[src/rtl/rx_da_filter_pkg.sv]
package rx_da_filter_pkg;
  localparam int unsigned DA_W        = 48;
  localparam int unsigned DA_BYTES    = DA_W / 8;
  localparam int unsigned CFG_DW      = 16;
  localparam int unsigned HASH_BITS   = 64;
  localparam int unsigned HASH_IDX_W  = $clog2(HASH_BITS);
  localparam int unsigned HASH_WORDS  = HASH_BITS / CFG_DW;
  localparam int unsigned HASH_LSB    = 23;
  localparam int unsigned WORDS_PER_DA = DA_W / CFG_DW;
  // register map
  localparam int unsigned HASH_BASE   = 0;
  localparam int unsigned MODE_ADDR   = 4;
  localparam int unsigned EN_ADDR     = 5;
  localparam int unsigned EX_BASE     = 8;
  localparam int unsigned EX_STRIDE   = 4;
  localparam int unsigned MODE_PROMISC_BIT = 0;
  localparam int unsigned MODE_HASH_BIT    = 1;
  localparam logic [31:0] CRC_POLY    = 32'h04C1_1DB7;

  // CRC-32, MSB-first register, data bits LSB-first per byte, no final inversion
  function automatic logic [HASH_IDX_W-1:0] da_hash_idx(input logic [DA_W-1:0] da);
    logic [31:0] c;
    logic        fb;
    c = '1;
    for (int b = 0; b < int'(DA_BYTES); b++) begin
      for (int i = 0; i < 8; i++) begin
        fb = c[31] ^ da[8*b+i];
        c  = {c[30:0], 1'b0};
        if (fb) c = c ^ CRC_POLY;
      end
    end
    return c[HASH_LSB +: HASH_IDX_W];
  endfunction
endpackage

[src/rtl/rx_da_cfg_regs.sv]
module rx_da_cfg_regs
  import rx_da_filter_pkg::*;
#(
  parameter int unsigned NUM_EXACT = 4,
  parameter int unsigned CFG_AW    = 6
) (
  input  logic                          clk_i,
  input  logic                          rst_ni,
  input  logic                          we_i,
  input  logic [CFG_AW-1:0]             addr_i,
  input  logic [CFG_DW-1:0]             wdata_i,
  output logic [HASH_BITS-1:0]          hash_o,
  output logic                          promisc_o,
  output logic                          hash_en_o,
  output logic [NUM_EXACT-1:0]          ex_en_o,
  output logic [NUM_EXACT-1:0][DA_W-1:0] ex_addr_o
);
  logic [HASH_WORDS-1:0][CFG_DW-1:0] hash_q;
  logic                              promisc_q, hash_en_q;
  logic [NUM_EXACT-1:0]              en_q;

  always_ff @(posedge clk_i or negedge rst_ni) begin
    if (!rst_ni) begin
      hash_q <= '0;
    end else if (we_i) begin
      for (int w = 0; w < int'(HASH_WORDS); w++)
        if (addr_i == CFG_AW'(HASH_BASE + w)) hash_q[w] <= wdata_i;
    end
  end

  always_ff @(posedge clk_i or negedge rst_ni) begin
    if (!rst_ni) begin
      promisc_q <= 1'b0;
      hash_en_q <= 1'b0;
    end else if (we_i && addr_i == CFG_AW'(MODE_ADDR)) begin
      promisc_q <= wdata_i[MODE_PROMISC_BIT];
      hash_en_q <= wdata_i[MODE_HASH_BIT];
    end
  end

  always_ff @(posedge clk_i or negedge rst_ni) begin
    if (!rst_ni)                               en_q <= NUM_EXACT'(1);
    else if (we_i && addr_i == CFG_AW'(EN_ADDR)) en_q <= wdata_i[NUM_EXACT-1:0];
  end

  for (genvar e = 0; e < int'(NUM_EXACT); e++) begin : g_ent
    localparam logic [DA_W-1:0] RST_VAL = (e == 0) ? '1 : '0;
    logic [DA_W-1:0] ent_q;
    always_ff @(posedge clk_i or negedge rst_ni) begin
      if (!rst_ni) begin
        ent_q <= RST_VAL;
      end else if (we_i) begin
        for (int w = 0; w < int'(WORDS_PER_DA); w++)
          if (addr_i == CFG_AW'(EX_BASE + EX_STRIDE*e + w)) ent_q[CFG_DW*w +: CFG_DW] <= wdata_i;
      end
    end
    assign ex_addr_o[e] = ent_q;
  end

  assign hash_o    = hash_q;
  assign promisc_o = promisc_q;
  assign hash_en_o = hash_en_q;
  assign ex_en_o   = en_q;


  hash_hold_chk: assert property (@(posedge clk_i) disable iff (!rst_ni)
    !we_i |=> $stable(hash_q));

  en_hold_chk: assert property (@(posedge clk_i) disable iff (!rst_ni)
    !we_i |=> $stable(en_q));
endmodule

[src/rtl/rx_da_crc_hash.sv]
module rx_da_crc_hash
  import rx_da_filter_pkg::*;
(
  input  logic [DA_W-1:0]       da_i,
  output logic [HASH_IDX_W-1:0] idx_o
);
  assign idx_o = da_hash_idx(da_i);
endmodule

[src/rtl/rx_da_exact_cmp.sv]
module rx_da_exact_cmp
  import rx_da_filter_pkg::*;
#(
  parameter int unsigned NUM_EXACT = 4
) (
  input  logic [DA_W-1:0]                da_i,
  input  logic [NUM_EXACT-1:0]           en_i,
  input  logic [NUM_EXACT-1:0][DA_W-1:0] tab_i,
  output logic [NUM_EXACT-1:0]           hit_o
);
  for (genvar e = 0; e < int'(NUM_EXACT); e++) begin : g_cmp
    assign hit_o[e] = en_i[e] && (tab_i[e] == da_i);
  end
endmodule

[src/rtl/rx_da_filter.sv]
module rx_da_filter
  import rx_da_filter_pkg::*;
#(
  parameter int unsigned NUM_EXACT = 4,
  parameter int unsigned CFG_AW    = 6
) (
  input  logic              clk_i,
  input  logic              rst_ni,
  input  logic              cfg_we_i,
  input  logic [CFG_AW-1:0] cfg_addr_i,
  input  logic [15:0]       cfg_wdata_i,
  input  logic              da_vld_i,
  input  logic [47:0]       da_i,
  output logic              accept_vld_o,
  output logic              accept_o
);
  logic [HASH_BITS-1:0]           hash_tab;
  logic                           promisc, hash_en;
  logic [NUM_EXACT-1:0]           ex_en, ex_hit;
  logic [NUM_EXACT-1:0][DA_W-1:0] ex_tab;
  logic [HASH_IDX_W-1:0]          hash_idx;
  logic                           hash_hit;

  rx_da_cfg_regs #(.NUM_EXACT(NUM_EXACT), .CFG_AW(CFG_AW)) u_cfg (
    .clk_i, .rst_ni,
    .we_i(cfg_we_i), .addr_i(cfg_addr_i), .wdata_i(cfg_wdata_i),
    .hash_o(hash_tab), .promisc_o(promisc), .hash_en_o(hash_en),
    .ex_en_o(ex_en), .ex_addr_o(ex_tab)
  );

  rx_da_crc_hash u_hash (.da_i(da_i), .idx_o(hash_idx));

  rx_da_exact_cmp #(.NUM_EXACT(NUM_EXACT)) u_cmp (
    .da_i(da_i), .en_i(ex_en), .tab_i(ex_tab), .hit_o(ex_hit)
  );

  // multicast = first transmitted bit of byte 0
  assign hash_hit = da_i[0] && hash_en && hash_tab[hash_idx];

  // stage 1: every config-dependent term sampled on the same edge
  logic s1_vld, s1_promisc, s1_exact, s1_hash;
  always_ff @(posedge clk_i or negedge rst_ni) begin
    if (!rst_ni) begin
      s1_vld     <= 1'b0;
      s1_promisc <= 1'b0;
      s1_exact   <= 1'b0;
      s1_hash    <= 1'b0;
    end else begin
      s1_vld     <= da_vld_i;
      s1_promisc <= da_vld_i && promisc;
      s1_exact   <= da_vld_i && (|ex_hit);
      s1_hash    <= da_vld_i && hash_hit;
    end
  end

  // stage 2: decision
  always_ff @(posedge clk_i or negedge rst_ni) begin
    if (!rst_ni) begin
      accept_vld_o <= 1'b0;
      accept_o     <= 1'b0;
    end else begin
      accept_vld_o <= s1_vld;
      accept_o     <= s1_vld && (s1_promisc || s1_exact || s1_hash);
    end
  end


  lat_vld_chk: assert property (@(posedge clk_i) disable iff (!rst_ni)
    da_vld_i |=> ##1 accept_vld_o);

  no_spur_vld_chk: assert property (@(posedge clk_i) disable iff (!rst_ni)
    accept_vld_o |-> $past(da_vld_i, 2));

  acc_qual_chk: assert property (@(posedge clk_i) disable iff (!rst_ni)
    !accept_vld_o |-> !accept_o);

  promisc_acc_chk: assert property (@(posedge clk_i) disable iff (!rst_ni)
    s1_vld && s1_promisc |=> accept_o);

  exact_acc_chk: assert property (@(posedge clk_i) disable iff (!rst_ni)
    s1_vld && s1_exact |=> accept_o);

  drop_chk: assert property (@(posedge clk_i) disable iff (!rst_ni)
    s1_vld && !s1_promisc && !s1_exact && !s1_hash |=> !accept_o);
endmodule

[config.mk]
export PLATFORM = sky130hd
export DESIGN_NAME = rx_da_filter
export DESIGN_NICKNAME = d
export VERILOG_FILES = /design/src/rtl/rx_da_filter_pkg.sv /design/src/rtl/rx_da_cfg_regs.sv /design/src/rtl/rx_da_crc_hash.sv /design/src/rtl/rx_da_exact_cmp.sv /design/src/rtl/rx_da_filter.sv
export SDC_FILE = /design/constraint.sdc
export NUM_CORES = 1
export LEC_CHECK = 0
export BUFFER_PORTS_ARGS = -buffer_cell sky130_fd_sc_hd__buf_2
export CORE_MARGIN = 5
export CORE_UTILIZATION = 60
export CTS_CLUSTER_SIZE = 24
export DETAILED_ROUTE_END_ITERATION = 10
export PLACE_DENSITY = 0.78
export SLEW_MARGIN = 20
export SYNTH_ARGS = -nofsm -noshare
export SYNTH_HDL_FRONTEND = slang
export SYNTH_SLANG_ARGS = --single-unit
[constraint.sdc]
create_clock -name clk_i -period 3.2 [get_ports clk_i]
set_clock_uncertainty 0.1 [all_clocks]
set_input_delay 0.64 -clock clk_i [delete_from_list [all_inputs] [get_ports clk_i]]
set_output_delay 0.64 -clock clk_i [all_outputs]
set_load 0.1 [all_outputs]
**Word-level counts from Yosys, hierarchy flattened**

Index checks and enable logic that the tools add are counted.

- $lt $le $gt $ge: 1
- Eq/ne operators: 21
- Multiplexer cells: 50
- Bitwise logic cells: 94
- Reduce and logical (&&, ||, !) cells: 32

Operators with widths:

| kind | number |
|---|---|
| 27-bit two-way mux | 45 |
| 14-bit NOT | 44 |
| 48-bit equality test | 4 |
| 24-bit two-way mux | 3 |
| 1-bit bitwise XOR | 42 |
| 13-bit NOT | 3 |
| 6-bit by 4-bit equality test with 1-bit output, second input constant | 6 |
| 6-bit by 5-bit equality test with 1-bit output, second input constant | 6 |
| 2-bit AND reduction | 16 |
| 6-bit by 2-bit equality test with 1-bit output, second input constant | 2 |
| 6-bit by 3-bit equality test with 1-bit output, second input constant | 2 |
| 1-bit logical AND | 12 |
| 6-bit by 7-bit less-than comparator with 1-bit output, second input constant | 1 |
| 1-bit binary-select mux with 6-bit select | 1 |
| 6-bit by 1-bit equality test with 1-bit output, second input constant | 1 |
| 6-bit logical NOT | 1 |
| 1-bit bitwise XOR, first input constant | 5 |
| 4-bit OR reduction | 1 |
| 1-bit logical OR | 2 |
| 1-bit two-way mux | 1 |

- Register bits after elaboration: 268
- Bits of input ports: 74
- Output and inout port bits: 2
- Logic and storage cells: 223

**Logic depth before layout (Yosys ltp)**

Gate-level depths: netlist of run 1.

- Depth in word-level cells: 99
- Depth in mapped cells: 15
- Depth with buffers taken out: 13

**Cells and area by module**

Synthesis of run 1 repeated with hierarchy kept, for this count alone.

- Cell total of the unflattened synthesis: 1132
- Area, all modules: 15792.6 um2

By module, submodules not included:

| module | times used | cells an instance | area each (um2) |
|---|---|---|---|
| rx_da_cfg_regs | 1 | 592 | 10075.9 |
| rx_da_crc_hash | 1 | 225 | 2864.0 |
| rx_da_exact_cmp | 1 | 263 | 2113.3 |
| rx_da_filter | 1 | 52 | 739.5 |

**Worst setup path after synthesis of run 1**

No wires, ideal clock.

- Path kind: input to register
- Start: input port da_i[6]
- End: register s1_hash
- Setup time: 129 ps
- Arrival time: 4800 ps
- Data required time: 2971 ps
- Slack: -1829 ps
- Cell stages on the path: 15
- Path buffers: 2
- Cell sequence: buf_2 xnor3_1 xor2_1 xnor2_2 xnor3_1 xnor2_1 xnor3_1 xnor3_1 xnor3_1 buf_6 mux4_2 mux2i_1 mux2i_1 o211ai_1 o31ai_1

- Longest elaborated chain between the ends: 58
- Elaborated cells between the ends (all ways): 117
- Classes of those cells: 44 x mux; 71 x bitwise; 2 x reduce/logical

Ends and longest elaborated chain:

| element | line | RTL |
|---|---|---|
| start, declared | rx_da_filter.sv:13 | `input logic [47:0] da_i,` |
| 1-bit bitwise XOR * | rx_da_filter_pkg.sv:27 | `fb = c[31] ^ da[8*b+i];` |
| 27-bit two-way mux * | rx_da_filter_pkg.sv:29 | `if (fb) c = c ^ CRC_POLY;` |
| 27-bit two-way mux / 14-bit NOT (equally long branches) | - |  |
| 27-bit two-way mux | rx_da_filter_pkg.sv:29 |  |
| 27-bit two-way mux / 14-bit NOT (equally long branches) (2 in series) | - |  |
| 27-bit two-way mux | rx_da_filter_pkg.sv:29 |  |
| 14-bit NOT (no source line) / 27-bit two-way mux (equally long branches) | - |  |
| 27-bit two-way mux | rx_da_filter_pkg.sv:29 |  |
| [41 not listed] | - |  |
| 14-bit NOT (no source line) / 27-bit two-way mux (equally long branches) | - |  |
| 27-bit two-way mux | rx_da_filter_pkg.sv:29 |  |
| 27-bit two-way mux / 14-bit NOT (equally long branches) | - |  |
| 27-bit two-way mux | rx_da_filter_pkg.sv:29 |  |
| 1-bit binary-select mux with 6-bit select * | rx_da_filter.sv:38 | `assign hash_hit = da_i[0] && hash_en && hash_tab[hash_idx];` |
| 1-bit two-way mux (not written as such) * | rx_da_filter.sv:38 |  |
| 1-bit logical AND * | rx_da_filter.sv:38 |  |
| 1-bit logical AND * | rx_da_filter.sv:52 | `s1_hash <= da_vld_i && hash_hit;` |
| end signal, assigned | rx_da_filter.sv:52 |  |
| end, declared | rx_da_filter.sv:41 | `logic s1_vld, s1_promisc, s1_exact, s1_hash;` |

Every way passes the cells marked *; elsewhere a longest branch is shown, timed or not. The select of a mux whose other input is x is not followed.
A chain may end at the register's enable or synchronous reset.

**Worst setup path after layout of run 1**

- Start: input port da_i[0]
- End: register s1_hash

- Longest elaborated chain between the ends: 67
- Elaborated cells between the ends (all ways): 135
- Classes of those cells: 50 x mux; 82 x bitwise; 3 x reduce/logical

Ends and longest elaborated chain:

| element | line |
|---|---|
| 27-bit two-way mux | rx_da_filter_pkg.sv:29 |
| 27-bit two-way mux / 14-bit NOT (equally long branches) | - |
| 14-bit NOT (no source line) / 27-bit two-way mux (equally long branches) | - |
| 27-bit two-way mux / 14-bit NOT (equally long branches) | - |
| 14-bit NOT (no source line) / 27-bit two-way mux (equally long branches) | - |
| 27-bit two-way mux | rx_da_filter_pkg.sv:29 |
| 14-bit NOT (no source line) | - |
| 27-bit two-way mux | rx_da_filter_pkg.sv:29 |
| [51 not listed] | - |
| 14-bit NOT (no source line) | - |
| 27-bit two-way mux | rx_da_filter_pkg.sv:29 |
| 14-bit NOT (no source line) | - |
| 27-bit two-way mux | rx_da_filter_pkg.sv:29 |
| 1-bit binary-select mux with 6-bit select | rx_da_filter.sv:38 |
| 1-bit two-way mux (not written as such) | rx_da_filter.sv:38 |
| 1-bit logical AND * | rx_da_filter.sv:38 |
| 1-bit logical AND * | rx_da_filter.sv:52 |

Marks and branches as above.

==> summary.md, run 1 <==
| Metric | Value |
|---|---|
| Run status | `finished, violations left` |
| Failing checks | `setup timing` |
| CP Launch Type | `primary input` |
| Share of layout cells above drive strength 1 | `49.4%` |
| DP Wirelength | `between 30 and 40 mm` |
| CP required | `3.52 ns` |
| Yosys warnings | `0` |
| Synth async-reset ratio | `100%` |
| WP depth | `19` |
| Count of state elements after synthesis | `268` |
| Final Wtd Congestion | `0.970` |
| Core Footprint | `0.0260 mm2` |
| Unrepaired setup endpoints after global routing | `yes` |
| Worst setup margin | `-1.21 ns` |
| Total grt overflow | `0` |
| ANT nets after route | `0` |
| Reg-to-reg critical path startpoint | `u_cfg.g_ent[1].ent_q[38]` |
| Arr. time, crit path | `4.74 ns` |
| Crit path to | `s1_hash` |
| Worst hold stages | `1` |
| Die width | `172 um` |
| Hold Path Class | `primary input to flop` |
| Main flop type after synthesis | `dfrtp_1` |
| DRT iter0 DRCs | `approximately 920` |
| Clock Pin Slew Worst Setup and Hold Paths | `approximately 0.06 ns` |
| Slew headroom | `49.0%` |
| CTS root buf | `clkbuf_16` |
| Layout net count | `between 1k and 1.5k` |
| Slew Limit Fails | `0` |
| First drt pass iteration count | `7` |
| Final hold violation count | `0` |
| Max Freq | `227 MHz` |
| Synth Area per Inst | `13.3 um2` |
| Netlist cell types | `47` |
| Final setup viols | `1` |
| Std cell rows | `just under 60` |
| Worst-Margin Slew | `0.757 ns` |
| Total GRT Usage | `32.7%` |
| Clock Path Buffers | `3` |
| Layout area overhead | `21.9%` |
| Routed wire length | `roughly 48 mm` |
| Vias in the first global route | `11.3k` |
| Worst Path Max Fanout | `8` |
| Max-cap violations | `0` |
| Fin util | `about three quarters` |
| Bufs and invs on worst path | `6` |
| Vias per inst | `6.06` |
| WL per Instance | `~27 um` |
| RR Endpoint | `s1_exact` |
| Net count after synthesis | `1258` |
| Post-synthesis cell count | `1184` |
| Largest net degree at the start of global routing | `75` |
| Worst reg2reg setup slack | `0.89 ns` |
| Num CTS Buffers | `27` |
| Cell Chain, Critical Path | `buf_2 -> buf_12 -> buf_12 -> xnor2_4 -> xor2_2 -> buf_4 -> xnor3_1 -> xnor3_1 -> xnor3_1 -> xor3_1 -> xnor2_1 -> xnor3_2 -> buf_12 -> buf_8 -> mux4_2 -> mux2i_1 -> nand3b_1 -> nand3_1 -> o31ai_1` |
| Sink Count | `about 270` |
| Antenna violations before repair | `1` |
| Tcrit/Tclk final | `138%` |
| PortBufs | `75` |
| Die height | `172 um` |
| Register area share after synthesis | `a little over two fifths` |
| Slowest-stage cell, CP | `xnor3_1` |
| IO Pins | `76` |
| Mapped Area | `0.0158 mm2` |
| Setup crit end kind | `flop` |
| Vias | `around 11k` |
| Crit path max-delay family | `XOR/XNOR gates` |
| Antenna diodes | `0` |
| Clk_lat worst skew | `about 0.56 ns` |
| CP Launch Point | `da_i[0]` |
| Minimum clock period | `4.41 ns` |
| Die ar. | `0.0297 mm2` |
| Critical path class | `primary input to flop` |
| First-pass GRT wire length | `approximately 71 mm` |
| Worst R2R Path Depth | `5` |
| Drt drc | `0` |
| H-tree depth | `1` |
| Worst path max stage delay | `between 0.4 and 0.5 ns` |
| TritonCTS clock tree | `built` |
| Starting Density | `60.8%` |
| EDFF count, synth | `0` |
==> kinds of logic (layout without fill, tap and decap cells) <==
family | after synthesis | in the layout | synth area share [%]
mux | 279 | 279 | 21.0
simple gates | 111 | 111 | 3.96
flops | 268 | 268 | 42.9
xor+xnor | 384 | 384 | 27.7
compound gates | 38 | 38 | 1.75
buf+inv | 104 | 344 | 2.77
==> worst min-delay path by stage <==
stage	startpoint	to
after floorplan	rst_ni	accept_o
after CTS	da_vld_i	s1_vld
final	da_vld_i	s1_vld
after global placement	s1_vld	accept_vld_o
after global routing	da_vld_i	s1_vld
after detailed placement	s1_vld	accept_vld_o
==> stage by stage <==
stage                     hold slack [ns]  setup WS, ns  cell area, um2  cells  setup TNS, ns
after floorplan                     0.244         -1.56           15900   1184          -1.56
after global routing                0.186         -1.33           19200   1759          -1.33
after global placement              0.316         -1.71           17900   1697          -1.71
final                               0.191         -1.21           19200   1759          -1.21
after CTS                           0.185         -1.13           18900   1748          -1.13
after detailed placement            0.302         -1.75           17900   1697          -1.75
==> flip-flops by register name, summed over array words and instances, names as in the netlist <==
register,flops
s1_exact,1
u_cfg.g_ent.ent_q,192
u_cfg.promisc_o,1
u_cfg.ex_en_o,4
u_cfg.hash_en_o,1
accept_o,1
u_cfg.hash_o,64
s1_hash,1
accept_vld_o,1
s1_promisc,1
s1_vld,1
==> what timing repair did <==
item | CTS | global route
gates resized for setup | 8 | 40
pin swaps | 1 | 12
hold buffers | 1 | 0
setup buffers | 0 | 11
endpoints found under the hold margin | 62 | 0
setup endpoints to repair | 1 | 1
==> placed cells by master, fill, tap and decap left out, drive strengths merged, types with 22 or more instances in the layout <==
cell    Yosys  layout
inv        21      22
buf        19     269
xnor2     171     171
nor4       31      31
clkbuf     64      40
mux2      254     254
dfrtp     219     219
xnor3      53      53
xor2      152     152
dfstp      49      49
==> synthesized netlist by cell type (all sizes together) (2+ instances only) <==
master   instances  share of area [%]
mux2           254                 18
dfrtp          219                 35
xnor2          171                 10
xor2           152                8.7
clkbuf          64                1.5
xnor3           53                7.6
dfstp           49                8.2
nor4            31                1.2
inv             21               0.50
nand2           21               0.50
nand4           21               0.83
buf             19               0.74
mux4            16                2.3
mux2i            9               0.57
nor3             9               0.29
o21ai            9               0.29
o22ai            8               0.32
xor3             8                1.2
nand3            6               0.19
a221oi           5               0.28
nor2             5               0.12
a222oi           3               0.19
nand2b           3               0.12
nand3b           3               0.14
nor2b            3               0.12
nor3b            3               0.14
o2111ai          3               0.17
and3             2              0.079
o2bb2ai          2               0.11
o31a             2               0.11
o31ai            2              0.095
==> layer usage <==
metal	track usage, %	wire, um	vias to the layer above	share of wire (%)
li1	-	-	4562	-
met1	43.8	18400	5389	39
met2	51.8	22100	548	46
met3	7.96	4770	159	10
met4	13.0	2350	0	4.9
met5	0	0	-	0
==> area by class of cell <==
cell class,instances,area (um2)
clock inverters,13,173
multi-input cells,812,8960
well taps,335,419
flip-flops and latches,268,6770
clock buffers,37,773
fillers,1707,6740
inverters,21,78.8
repair buffers,273,2070
Power of run 1 is left out: the tool's default activity adds up to more than one toggle a clock period on the data nets, which glitch-free logic cannot reach.
==> run 2, diff against run 1 <==
- BUFFER_PORTS_ARGS: -buffer_cell sky130_fd_sc_hd__buf_2 -> -buffer_cell sky130_fd_sc_hd__buf_4
==> run 2 against run 1 <==
Clock-buffer cell count rose by 8; largest cell class unchanged; setup slack improved by 0.036 ns; the flow still finishes with violations (setup timing); utilization fell by 0.45 points.
==> summary.md, run 2 (same netlist as run 1, synthesis figures left out) <==
| Metric | Value |
|---|---|
| Worst setup margin | `-1.17 ns` |
| Final setup viols | `1` |
| Vias | `10.6k` |
| Drt drc | `0` |
| Final hold violation count | `0` |
| DRT iter0 DRCs | `about 830` |
| Sink Count | `268` |
| CP required | `roughly 3.5 ns` |
| IO Pins | `76` |
| Critical path class | `primary input to flop` |
| Clock Pin Slew Worst Setup and Hold Paths | `around 0.060 ns` |
| First-pass GRT wire length | `70.1 mm` |
| Die ar. | `0.0297 mm2` |
| Most common cell after layout, fill and taps aside | `buf_4` |
| Routed wire length | `46.6 mm` |
| ANT nets after route | `0` |
| WL per Instance | `26.6 um` |
| Max-cap violations | `0` |
| Starting Density | `60.8%` |
| Setup crit end kind | `flop` |
| Core Footprint | `0.0260 mm2` |
| Most frequent cells in the layout | `buf_4, mux2_2, dfrtp_1, xnor2_1, xor2_1` |
| Arr. time, crit path | `4.68 ns` |
| Largest net degree at the start of global routing | `73` |
| Clock Path Buffers | `3` |
| Run status | `finished, violations left` |
| PortBufs | `75` |
| Die height | `around 170 um` |
| DP Wirelength | `33.6 mm` |
| Failing checks | `setup timing` |
| Worst Path Max Fanout | `15` |
| First drt pass iteration count | `5` |
| Die width | `172 um` |
| Minimum clock period | `4.37 ns` |
| Antenna violations before repair | `0` |
| Final Wtd Congestion | `0.955` |
| CP Launch Type | `primary input` |
| Share of layout cells above drive strength 1 | `47.2%` |
| Layout net count | `1470` |
| Total grt overflow | `0` |
| Hold Path Class | `primary input to flop` |
| CTS root buf | `clkbuf_16` |
| Total GRT Usage | `~32%` |
| Std cell rows | `59` |
| Worst-Margin Slew | `0.628 ns` |
| TritonCTS clock tree | `built` |
| Worst R2R Path Depth | `7` |
| Max Freq | `between 200 and 250 MHz` |
| Largest reg by FF count | `u_cfg.g_ent.ent_q` |
| Worst slack, placed | `-1.72 ns` |
| H-tree depth | `1` |
| Clk_lat worst skew | `0.57 ns` |
| Slew Limit Fails | `0` |
| Unrepaired setup endpoints after global routing | `yes` |
| Vias in the first global route | `11.4k` |
| TNS Setup | `-1.17 ns` |
| Worst hold stages | `1` |
| Vias per inst | `6.05` |
| Total of fill cells in the finished design | `1752` |
| Max FFs per register | `192` |
| Slew headroom | `roughly 58%` |
| Tcrit/Tclk final | `137%` |
| Num CTS Buffers | `28` |
| Layout area overhead | `21.1%` |
==> run 2: what timing repair did <==
item / CTS / global route
hold buffers: 1 / 0
pin swaps: 1 / 2
setup endpoints to repair: 1 / 1
setup buffers: 3 / 0
gates resized for setup: 5 / 8
hold endpoints to repair: 50 / 0
==> run 2: final timing paths <==
| path | start | to | slack (ns) |
|---|---|---|---|
| worst max-delay path | da_i[6] | s1_hash | -1.17 |
| worst min-delay path | da_vld_i | s1_vld | 0.18 |
| worst max register to register | u_cfg.g_ent[2].ent_q[12] | s1_exact | 0.85 |
| worst min register to register | s1_vld | accept_vld_o | 0.34 |
| max in group asynchronous | rst_ni | u_cfg.ex_en_o[0] | 1.52 |
| min in group asynchronous | rst_ni | u_cfg.g_ent[1].ent_q[27] | 0.53 |
==> run 2: worst max-delay path, cell delays in order <==
cell	delay, ns
buf_4	0.16
xnor3_1	0.39
xor2_2	0.23
xor2_1	0.24
xnor3_1	0.45
xnor3_1	0.43
xor3_1	0.42
xnor2_1	0.22
xnor3_2	0.40
buf_12	0.18
mux4_2	0.43
mux2i_1	0.18
a211oi_1	0.10
o211ai_1	0.11
o31ai_1	0.09
==> run 2: routing by layer <==
layer  part of all wire (%)  wire length, um  track usage (%)
met5                      0                0                0
met4                    4.0             1840             10.5
met3                    9.8             4570             8.44
met2                     47            22000             52.2
met1                     39            18200             43.1
==> run 2: layout make-up <==
cell class | count | area (um2) | share of cell area, %
multi-input combinational | 812 | 8790 | 45.9
sequential | 268 | 6770 | 35.4
timing repair buffer | 265 | 2090 | 10.9
clock inverter | 7 | 146 | 0.765
clock buffer | 45 | 835 | 4.36
tap | 335 | 419 | 2.19
antenna | 1 | 2.50 | 0.0131
inverter | 21 | 78.8 | 0.412
==> run 2: per-stage QoR <==
stage               cells  area (um2)  utilization [%]  hold slack [ns]
floorplan            1184       15900                -            0.244
global placement     1697       18000             69.4            0.324
detailed placement   1697       18000             69.4            0.332
CTS                  1753       19100             73.4            0.166
global route         1753       19100             73.6            0.166
finish               1754       19100             73.6            0.177
Power of run 2 is left out for the same reason.
